$ cat config.mk
export PLATFORM = sky130hd
export DESIGN_NAME = dbed_top
export DESIGN_NICKNAME = d
export VERILOG_FILES = /design/src/rtl/dbed_pkg.sv /design/src/rtl/dbed_regs.sv /design/src/rtl/dbed_cmp.sv /design/src/rtl/dbed_fsm.sv /design/src/rtl/dbed_top.sv
export SDC_FILE = /design/constraint.sdc
export NUM_CORES = 1
export LEC_CHECK = 0
export CORE_MARGIN = 2
export CORE_UTILIZATION = 50
export CTS_CLUSTER_SIZE = 20
export DETAILED_ROUTE_END_ITERATION = 16
export DONT_BUFFER_PORTS = 1
export PLACE_DENSITY = 0.68
export SLEW_MARGIN = 20
export SYNTH_ARGS = -nofsm -noshare
export SYNTH_HDL_FRONTEND = slang
export SYNTH_SLANG_ARGS = --single-unit
export TNS_END_PERCENT = 100
$ cat constraint.sdc
create_clock -name clk -period 2.8 [get_ports clk]
set_clock_uncertainty 0.2 [all_clocks]
set_input_delay 0.56 -clock clk [delete_from_list [all_inputs] [get_ports clk]]
set_output_delay 0.56 -clock clk [all_outputs]
set_load 0.03 [all_outputs]
$ cat src/rtl/dbed_pkg.sv
package dbed_pkg;
    localparam int CTRL_W = 11;
    localparam int CFG_AW = 2;

    typedef enum logic [CFG_AW-1:0] {
        RG_REF_A = 2'd0,
        RG_REF_B = 2'd1,
        RG_MASK  = 2'd2,
        RG_CTRL  = 2'd3
    } reg_sel_e;

    typedef struct packed {
        logic [1:0] bus_sel;
        logic [1:0] acc;
        logic [1:0] cond_b;
        logic [1:0] cond_a;
        logic [1:0] comb;
        logic       en;
    } ctrl_t;

    typedef enum logic [1:0] {
        ST_OFF   = 2'd0,
        ST_ARMED = 2'd1,
        ST_HIT   = 2'd2
    } det_state_e;
endpackage

$ cat src/rtl/dbed_regs.sv
module dbed_regs
    import dbed_pkg::*;
#(
    parameter int DW = 32
) (
    input  logic              clk,
    input  logic              rst_n,
    input  logic              cfg_we,
    input  logic [CFG_AW-1:0] cfg_addr,
    input  logic [DW-1:0]     cfg_wdata,
    output logic [DW-1:0]     cfg_rdata,
    output logic [DW-1:0]     ref_a_o,
    output logic [DW-1:0]     ref_b_o,
    output logic [DW-1:0]     mask_o,
    output ctrl_t             ctrl_o
);
    localparam int PAD_W = DW - CTRL_W;

    always_ff @(posedge clk or negedge rst_n) begin
        if (!rst_n) begin
            ref_a_o <= '0;
            ref_b_o <= '0;
            mask_o  <= '0;
            ctrl_o  <= '0;
        end else if (cfg_we) begin
            unique case (reg_sel_e'(cfg_addr))
                RG_REF_A: ref_a_o <= cfg_wdata;
                RG_REF_B: ref_b_o <= cfg_wdata;
                RG_MASK:  mask_o  <= cfg_wdata;
                RG_CTRL:  ctrl_o  <= ctrl_t'(cfg_wdata[CTRL_W-1:0]);
            endcase
        end
    end

    always_comb begin
        unique case (reg_sel_e'(cfg_addr))
            RG_REF_A: cfg_rdata = ref_a_o;
            RG_REF_B: cfg_rdata = ref_b_o;
            RG_MASK:  cfg_rdata = mask_o;
            RG_CTRL:  cfg_rdata = {{PAD_W{1'b0}}, ctrl_o};
        endcase
    end

    // a write to the mask is visible on the following cycle
    assert_mask_store_R2: assert property (@(posedge clk) disable iff (!rst_n)
        (cfg_we && cfg_addr == RG_MASK) |=> (mask_o == $past(cfg_wdata)));
    // no write leaves the reference A register unchanged
    assert_ref_a_hold_R2: assert property (@(posedge clk) disable iff (!rst_n)
        (!cfg_we) |=> $stable(ref_a_o));
endmodule

$ cat src/rtl/dbed_cmp.sv
module dbed_cmp #(
    parameter int AW = 32
) (
    input  logic          clk,
    input  logic          rst_n,
    input  logic          valid,
    input  logic          write,
    input  logic [AW-1:0] addr,
    input  logic [AW-1:0] refv,
    input  logic [AW-1:0] mask,
    input  logic [1:0]    cond,
    input  logic [1:0]    acc,
    output logic          match
);
    logic acc_ok;
    logic eq;
    logic cond_ok;

    assign eq = ((addr ^ refv) & mask) == '0;

    always_comb begin
        unique case (acc)
            2'b00:   acc_ok = !write;
            2'b01:   acc_ok = write;
            2'b10:   acc_ok = 1'b1;
            default: acc_ok = 1'b0;
        endcase
        unique case (cond)
            2'b00:   cond_ok = eq;
            2'b01:   cond_ok = !eq;
            default: cond_ok = 1'b0;
        endcase
    end

    assign match = valid && acc_ok && cond_ok;

    // an all-zero mask makes every address equal
    assert_mask_zero_hits_R3: assert property (@(posedge clk) disable iff (!rst_n)
        (valid && acc == 2'b10 && cond == 2'b00 && mask == '0) |-> match);
    // code 11 accepts no direction
    assert_acc_none_R6: assert property (@(posedge clk) disable iff (!rst_n)
        (acc == 2'b11) |-> !match);
endmodule

$ cat src/rtl/dbed_fsm.sv
module dbed_fsm
    import dbed_pkg::*;
(
    input  logic       clk,
    input  logic       rst_n,
    input  logic       en,
    input  logic [1:0] comb,
    input  logic       match_a,
    input  logic       match_b,
    output logic       evt_o,
    output logic       tgl_o
);
    det_state_e state_q, state_d;
    logic       hit;

    always_comb begin
        unique case (comb)
            2'b00: hit = 1'b0;
            2'b01: hit = match_a;
            2'b10: hit = match_b;
            2'b11: hit = match_a || match_b;
        endcase
    end

    always_comb begin
        state_d = state_q;
        unique case (state_q)
            ST_OFF, ST_ARMED, ST_HIT: begin
                if (!en)      state_d = ST_OFF;
                else if (hit) state_d = ST_HIT;
                else          state_d = ST_ARMED;
            end
            default: state_d = ST_OFF;
        endcase
    end

    always_ff @(posedge clk or negedge rst_n) begin
        if (!rst_n) state_q <= ST_OFF;
        else        state_q <= state_d;
    end

    always_ff @(posedge clk or negedge rst_n) begin
        if (!rst_n)                 tgl_o <= 1'b0;
        else if (state_d == ST_HIT) tgl_o <= !tgl_o;
    end

    assign evt_o = (state_q == ST_HIT);

    // an enabled either-comparator hit yields an event next cycle
    assert_evt_follows_hit_R8: assert property (@(posedge clk) disable iff (!rst_n)
        (en && comb == 2'b11 && (match_a || match_b)) |=> evt_o);
    // no event unless enabled in the sampling cycle
    assert_evt_needs_en_R9: assert property (@(posedge clk) disable iff (!rst_n)
        evt_o |-> $past(en));
    // toggle flips with each event and holds otherwise
    assert_tgl_flip_R10: assert property (@(posedge clk) disable iff (!rst_n)
        evt_o |-> (tgl_o != $past(tgl_o)));
    assert_tgl_hold_R10: assert property (@(posedge clk) disable iff (!rst_n)
        !evt_o |-> $stable(tgl_o));
endmodule

$ cat src/rtl/dbed_top.sv
module dbed_top
    import dbed_pkg::*;
#(
    parameter int AW = 32
) (
    input  logic              clk,
    input  logic              rst_n,
    input  logic              cfg_we,
    input  logic [CFG_AW-1:0] cfg_addr,
    input  logic [AW-1:0]     cfg_wdata,
    output logic [AW-1:0]     cfg_rdata,
    input  logic              bus_a_valid,
    input  logic              bus_a_write,
    input  logic [AW-1:0]     bus_a_addr,
    input  logic              bus_b_valid,
    input  logic              bus_b_write,
    input  logic [AW-1:0]     bus_b_addr,
    output logic              evt_o,
    output logic              evt_tgl_o
);
    localparam int NCMP = 2;

    logic [AW-1:0] ref_a, ref_b, mask;
    ctrl_t         ctrl;

    logic          src_v    [NCMP];
    logic          src_w    [NCMP];
    logic [AW-1:0] src_addr [NCMP];
    logic [AW-1:0] cmp_ref  [NCMP];
    logic [1:0]    cmp_cond [NCMP];
    logic [NCMP-1:0] match;

    dbed_regs #(.DW(AW)) regs_i (
        .clk(clk), .rst_n(rst_n), .cfg_we(cfg_we), .cfg_addr(cfg_addr),
        .cfg_wdata(cfg_wdata), .cfg_rdata(cfg_rdata),
        .ref_a_o(ref_a), .ref_b_o(ref_b), .mask_o(mask), .ctrl_o(ctrl)
    );

    always_comb begin
        cmp_ref[0]  = ref_a;
        cmp_ref[1]  = ref_b;
        cmp_cond[0] = ctrl.cond_a;
        cmp_cond[1] = ctrl.cond_b;
        unique case (ctrl.bus_sel)
            2'b00: begin
                src_v[0] = 1'b0;        src_v[1] = 1'b0;
                src_w[0] = bus_a_write; src_w[1] = bus_b_write;
                src_addr[0] = bus_a_addr; src_addr[1] = bus_b_addr;
            end
            2'b01: begin
                src_v[0] = bus_a_valid; src_v[1] = bus_a_valid;
                src_w[0] = bus_a_write; src_w[1] = bus_a_write;
                src_addr[0] = bus_a_addr; src_addr[1] = bus_a_addr;
            end
            2'b10: begin
                src_v[0] = bus_a_valid; src_v[1] = bus_b_valid;
                src_w[0] = bus_a_write; src_w[1] = bus_b_write;
                src_addr[0] = bus_a_addr; src_addr[1] = bus_b_addr;
            end
            2'b11: begin
                src_v[0] = bus_b_valid; src_v[1] = bus_b_valid;
                src_w[0] = bus_b_write; src_w[1] = bus_b_write;
                src_addr[0] = bus_b_addr; src_addr[1] = bus_b_addr;
            end
        endcase
    end

    for (genvar g = 0; g < NCMP; g++) begin : g_cmp
        dbed_cmp #(.AW(AW)) cmp_i (
            .clk(clk), .rst_n(rst_n),
            .valid(src_v[g]), .write(src_w[g]), .addr(src_addr[g]),
            .refv(cmp_ref[g]), .mask(mask), .cond(cmp_cond[g]),
            .acc(ctrl.acc), .match(match[g])
        );
    end

    dbed_fsm fsm_i (
        .clk(clk), .rst_n(rst_n), .en(ctrl.en), .comb(ctrl.comb),
        .match_a(match[0]), .match_b(match[1]),
        .evt_o(evt_o), .tgl_o(evt_tgl_o)
    );

    // with no bus routed, no comparator reports a match
    assert_no_route_quiet_R7: assert property (@(posedge clk) disable iff (!rst_n)
        (ctrl.bus_sel == 2'b00) |-> (match == '0));
endmodule

==> impl_metrics.json <==
{
  "status": "complete, but fails checks",
  "violations": "hold timing, setup timing",
  "slowest_stage": "dfrtp_1",
  "antenna_left": 0,
  "crit_chain": "buf_6, nand2b_4, buf_12, mux2i_2, xnor2_1, a22oi_1, nand4_1, nor4_4, mux2i_1, a21oi_2, xor2_1",
  "dpl.cell_count": 688,
  "slew_headroom": 0.551,
  "p_comb_frac": 0.341,
  "start_kind": "flop",
  "wl_met2_mm": 8.98,
  "netSwitchingPower_mw": 1.79,
  "vias": 4297,
  "layout_commonest_cell": "dfrtp_1",
  "area_growth_syn_to_layout_pct": 12.9,
  "place_area_um2": 6850,
  "worst_slack_ps": -96.7,
  "p_sw_frac": 0.334,
  "maxCapViolCount": 0,
  "synthCells": 522,
  "max_freq_ghz": 0.345,
  "grt_max_degree": 111,
  "pwr-share-seq": 0.419,
  "min_path_type": "primary input to async pin",
  "ys_warn_count": 0,
  "die_h_um": 118,
  "ir_drop_mv": 0.450,
  "clk_pin_slew_ps": 60,
  "vias_per_cell": 6.09,
  "final.setup.tns_ps": -96.7,
  "grt_overflow_total": 0,
  "start_util": 0.514,
  "ff2ff_path_depth": 11,
  "grt_pass1_wl_mm": 27.5,
  "instances_no_fill": 706,
  "wl_met3_mm": 1.31,
  "worst_ep_arrival_time_ps": 2920,
  "postSynthAreaPerCell_um2": 12.4,
  "num_io_pins": 139,
  "grt_pass1_vias": 4613,
  "dp.final_hpwl_mm": 12.6,
  "reg2reg_from": "regs_i.ctrl_o[9]",
  "wirelength_mm": 17.9,
  "grt_usage": 0.262,
  "coreArea_um2": 12600,
  "synth_cell_types": 30,
  "post-route-util": 0.580,
  "slew_violations": 0,
  "ff2ff_setup_slack_ps": -100,
  "crit_required_ps": 2820,
  "htreeDepth": 3,
  "netlist_area_um2": 6480,
  "cts_buffers": 9,
  "gp_congestion": 0.866,
  "die_x_um": 118,
  "layout_common_cells": "110 x dfrtp_1, 107 x mux2_2, 83 x mux2i_1, 65 x xnor2_1, 25 x nand2_1",
  "hold_slack_ps": -299,
  "p_leak_nw": 3.02,
  "drive_gt1_frac": 0.367,
  "avgRoutedWirePerCell_um": 25.3,
  "io_buffers": 0,
  "synth_seq_area_share": 0.425,
  "ys_ff_latch": 110,
  "cts_max_path_buffers": 2,
  "power.internal_mw": 3.56,
  "clockRootBuffer": "clkbuf_16",
  "first_pass_iters": 4,
  "end_kind": "flop",
  "setup_viol": 1,
  "first_iter_violations": 337,
  "pwr-share-clk": 0.239,
  "antenna_found_initial": 0,
  "min_period_ps": 2900,
  "num_rows": 41,
  "finalCritPeriodShare": 1.03,
  "tightestPinTransition_ps": 672,
  "met1_length_mm": 7.42,
  "r2r-end": "fsm_i.tgl_o",
  "nets": 636,
  "finalHoldViolations": 110,
  "path_max_fanout": 7,
  "drc": 0,
  "diodes": 0,
  "power.density_nw_per_um2": 731,
  "clkLatencyLatePin_ps": 350,
  "rsz0062_at_grt": "true",
  "top_layer": "met4",
  "syn_nets": 627,
  "clkSinkCount": 110,
  "cts_tree": "yes",
  "design_area_um2": 7320,
  "crit_type": "flop to flop",
  "dieArea_um2": 13900,
  "cp_slowest_stage_delay_ps": 410
}
## power by group through the flow
| stage | clock network, mW | registers (mW) | logic (mW) |
|---|---|---|---|
| 2_1_floorplan | 0 | 2.15 | 1.37 |
| 6_report | 1.28 | 2.24 | 1.82 |
| 3_3_place_gp | 0 | 2.24 | 1.68 |
| 4_1_cts | 1.31 | 2.23 | 1.79 |
| 3_5_place_dp | 0 | 2.25 | 1.70 |
| 5_1_grt | 1.37 | 2.28 | 1.93 |
## logic make-up (layout without fill, tap and decap cells)
family,Yosys count,count (layout),synth area share
XOR/XNOR,68,68,0.0919
AND/OR/NAND/NOR,51,51,0.0405
buffers and inverters,30,42,0.0247
flip-flops,110,110,0.425
AO/OA/AOI/OAI,56,56,0.0566
multiplexers,207,207,0.362
## timing repair
item	4_1_cts	5_1_grt
gates resized for setup	15	11
gates cloned	1	0
pin swaps	8	6
endpoints found under the setup margin	3	3
setup buffers	2	1
endpoints found under the hold margin	110	110
## worst max-delay path, delay by kind of cell (launching register included)
family          cells  cell delay, ps
flops               1             410
simple gates        3             710
buf+inv             2             290
xor+xnor            2             260
mux                 2             530
compound gates      2             350
## layer usage
metal | up-vias | track usage
met4 | 0 | 0.0542
met2 | 140 | 0.441
met1 | 2212 | 0.333
met5 | - | 0
met3 | 11 | 0.0858
li1 | 1934 | -
## cell usage after synthesis
| library cell | number | share of area |
|---|---|---|
| and2_1 | 1 | 0.00097 |
| nand2b_1 | 2 | 0.0019 |
| dfrtp_1 | 110 | 0.42 |
| mux2_2 | 108 | 0.19 |
| buf_1 | 3 | 0.0017 |
| buf_6 | 3 | 0.0052 |
| buf_4 | 3 | 0.0035 |
| nand4b_1 | 1 | 0.0014 |
| and3b_1 | 1 | 0.0014 |
| buf_8 | 1 | 0.0023 |
| nor2b_1 | 2 | 0.0019 |
| clkbuf_1 | 16 | 0.0093 |
| nor4_2 | 1 | 0.0019 |
| nand3_1 | 1 | 0.00077 |
| nor4b_1 | 1 | 0.0014 |
| a22oi_1 | 33 | 0.038 |
| a21oi_2 | 1 | 0.0014 |
| nand2_1 | 25 | 0.014 |
| inv_1 | 2 | 0.0012 |
| nand3b_1 | 2 | 0.0023 |
| nor4_1 | 1 | 0.00097 |
| buf_2 | 2 | 0.0015 |
| nor2_1 | 4 | 0.0023 |
| mux4_2 | 11 | 0.038 |
| nor3b_1 | 1 | 0.0012 |
| nand4_1 | 8 | 0.0077 |
| xor2_1 | 3 | 0.0041 |
| xnor2_1 | 65 | 0.088 |
| mux2i_1 | 88 | 0.14 |
| o21ai_0 | 22 | 0.017 |
## registers in the layout (all words and copies together) (netlist names)
name,count
fsm_i.tgl_o,1
regs_i.ref_a_o,32
fsm_i.state_q,2
regs_i.ref_b_o,32
regs_i.mask_o,32
regs_i.ctrl_o,11
## area by class of cell
class                           instances  area, µm²
Fill cell                            1063       5300
Multi-Input combinational cell        382       3750
Sequential cell                       110       2750
Timing Repair Buffer                   26        305
Clock buffer                           13        260
Tap cell                              172        215
Clock inverter                          1       30.0
Inverter                                2       7.51
## through the flow
step	setup slack (ps)	total power, mW
global route	-194	5.58
CTS	-76.6	5.32
detailed placement	-163	3.95
finish	-96.7	5.35
global placement	-116	3.91
floorplan	56.6	3.52
## worst max-delay path by stage
| stage | from | end |
|---|---|---|
| after floorplan | cfg_addr[0] | cfg_rdata[1] |
| after global routing | regs_i.ctrl_o[10] | fsm_i.tgl_o |
| after detailed placement | regs_i.ctrl_o[10] | fsm_i.tgl_o |
| after CTS | regs_i.ctrl_o[9] | fsm_i.tgl_o |
| final | regs_i.ctrl_o[9] | fsm_i.tgl_o |
| after global placement | regs_i.ctrl_o[10] | fsm_i.tgl_o |
No activity file was read; power rests on OpenSTA's default activity.
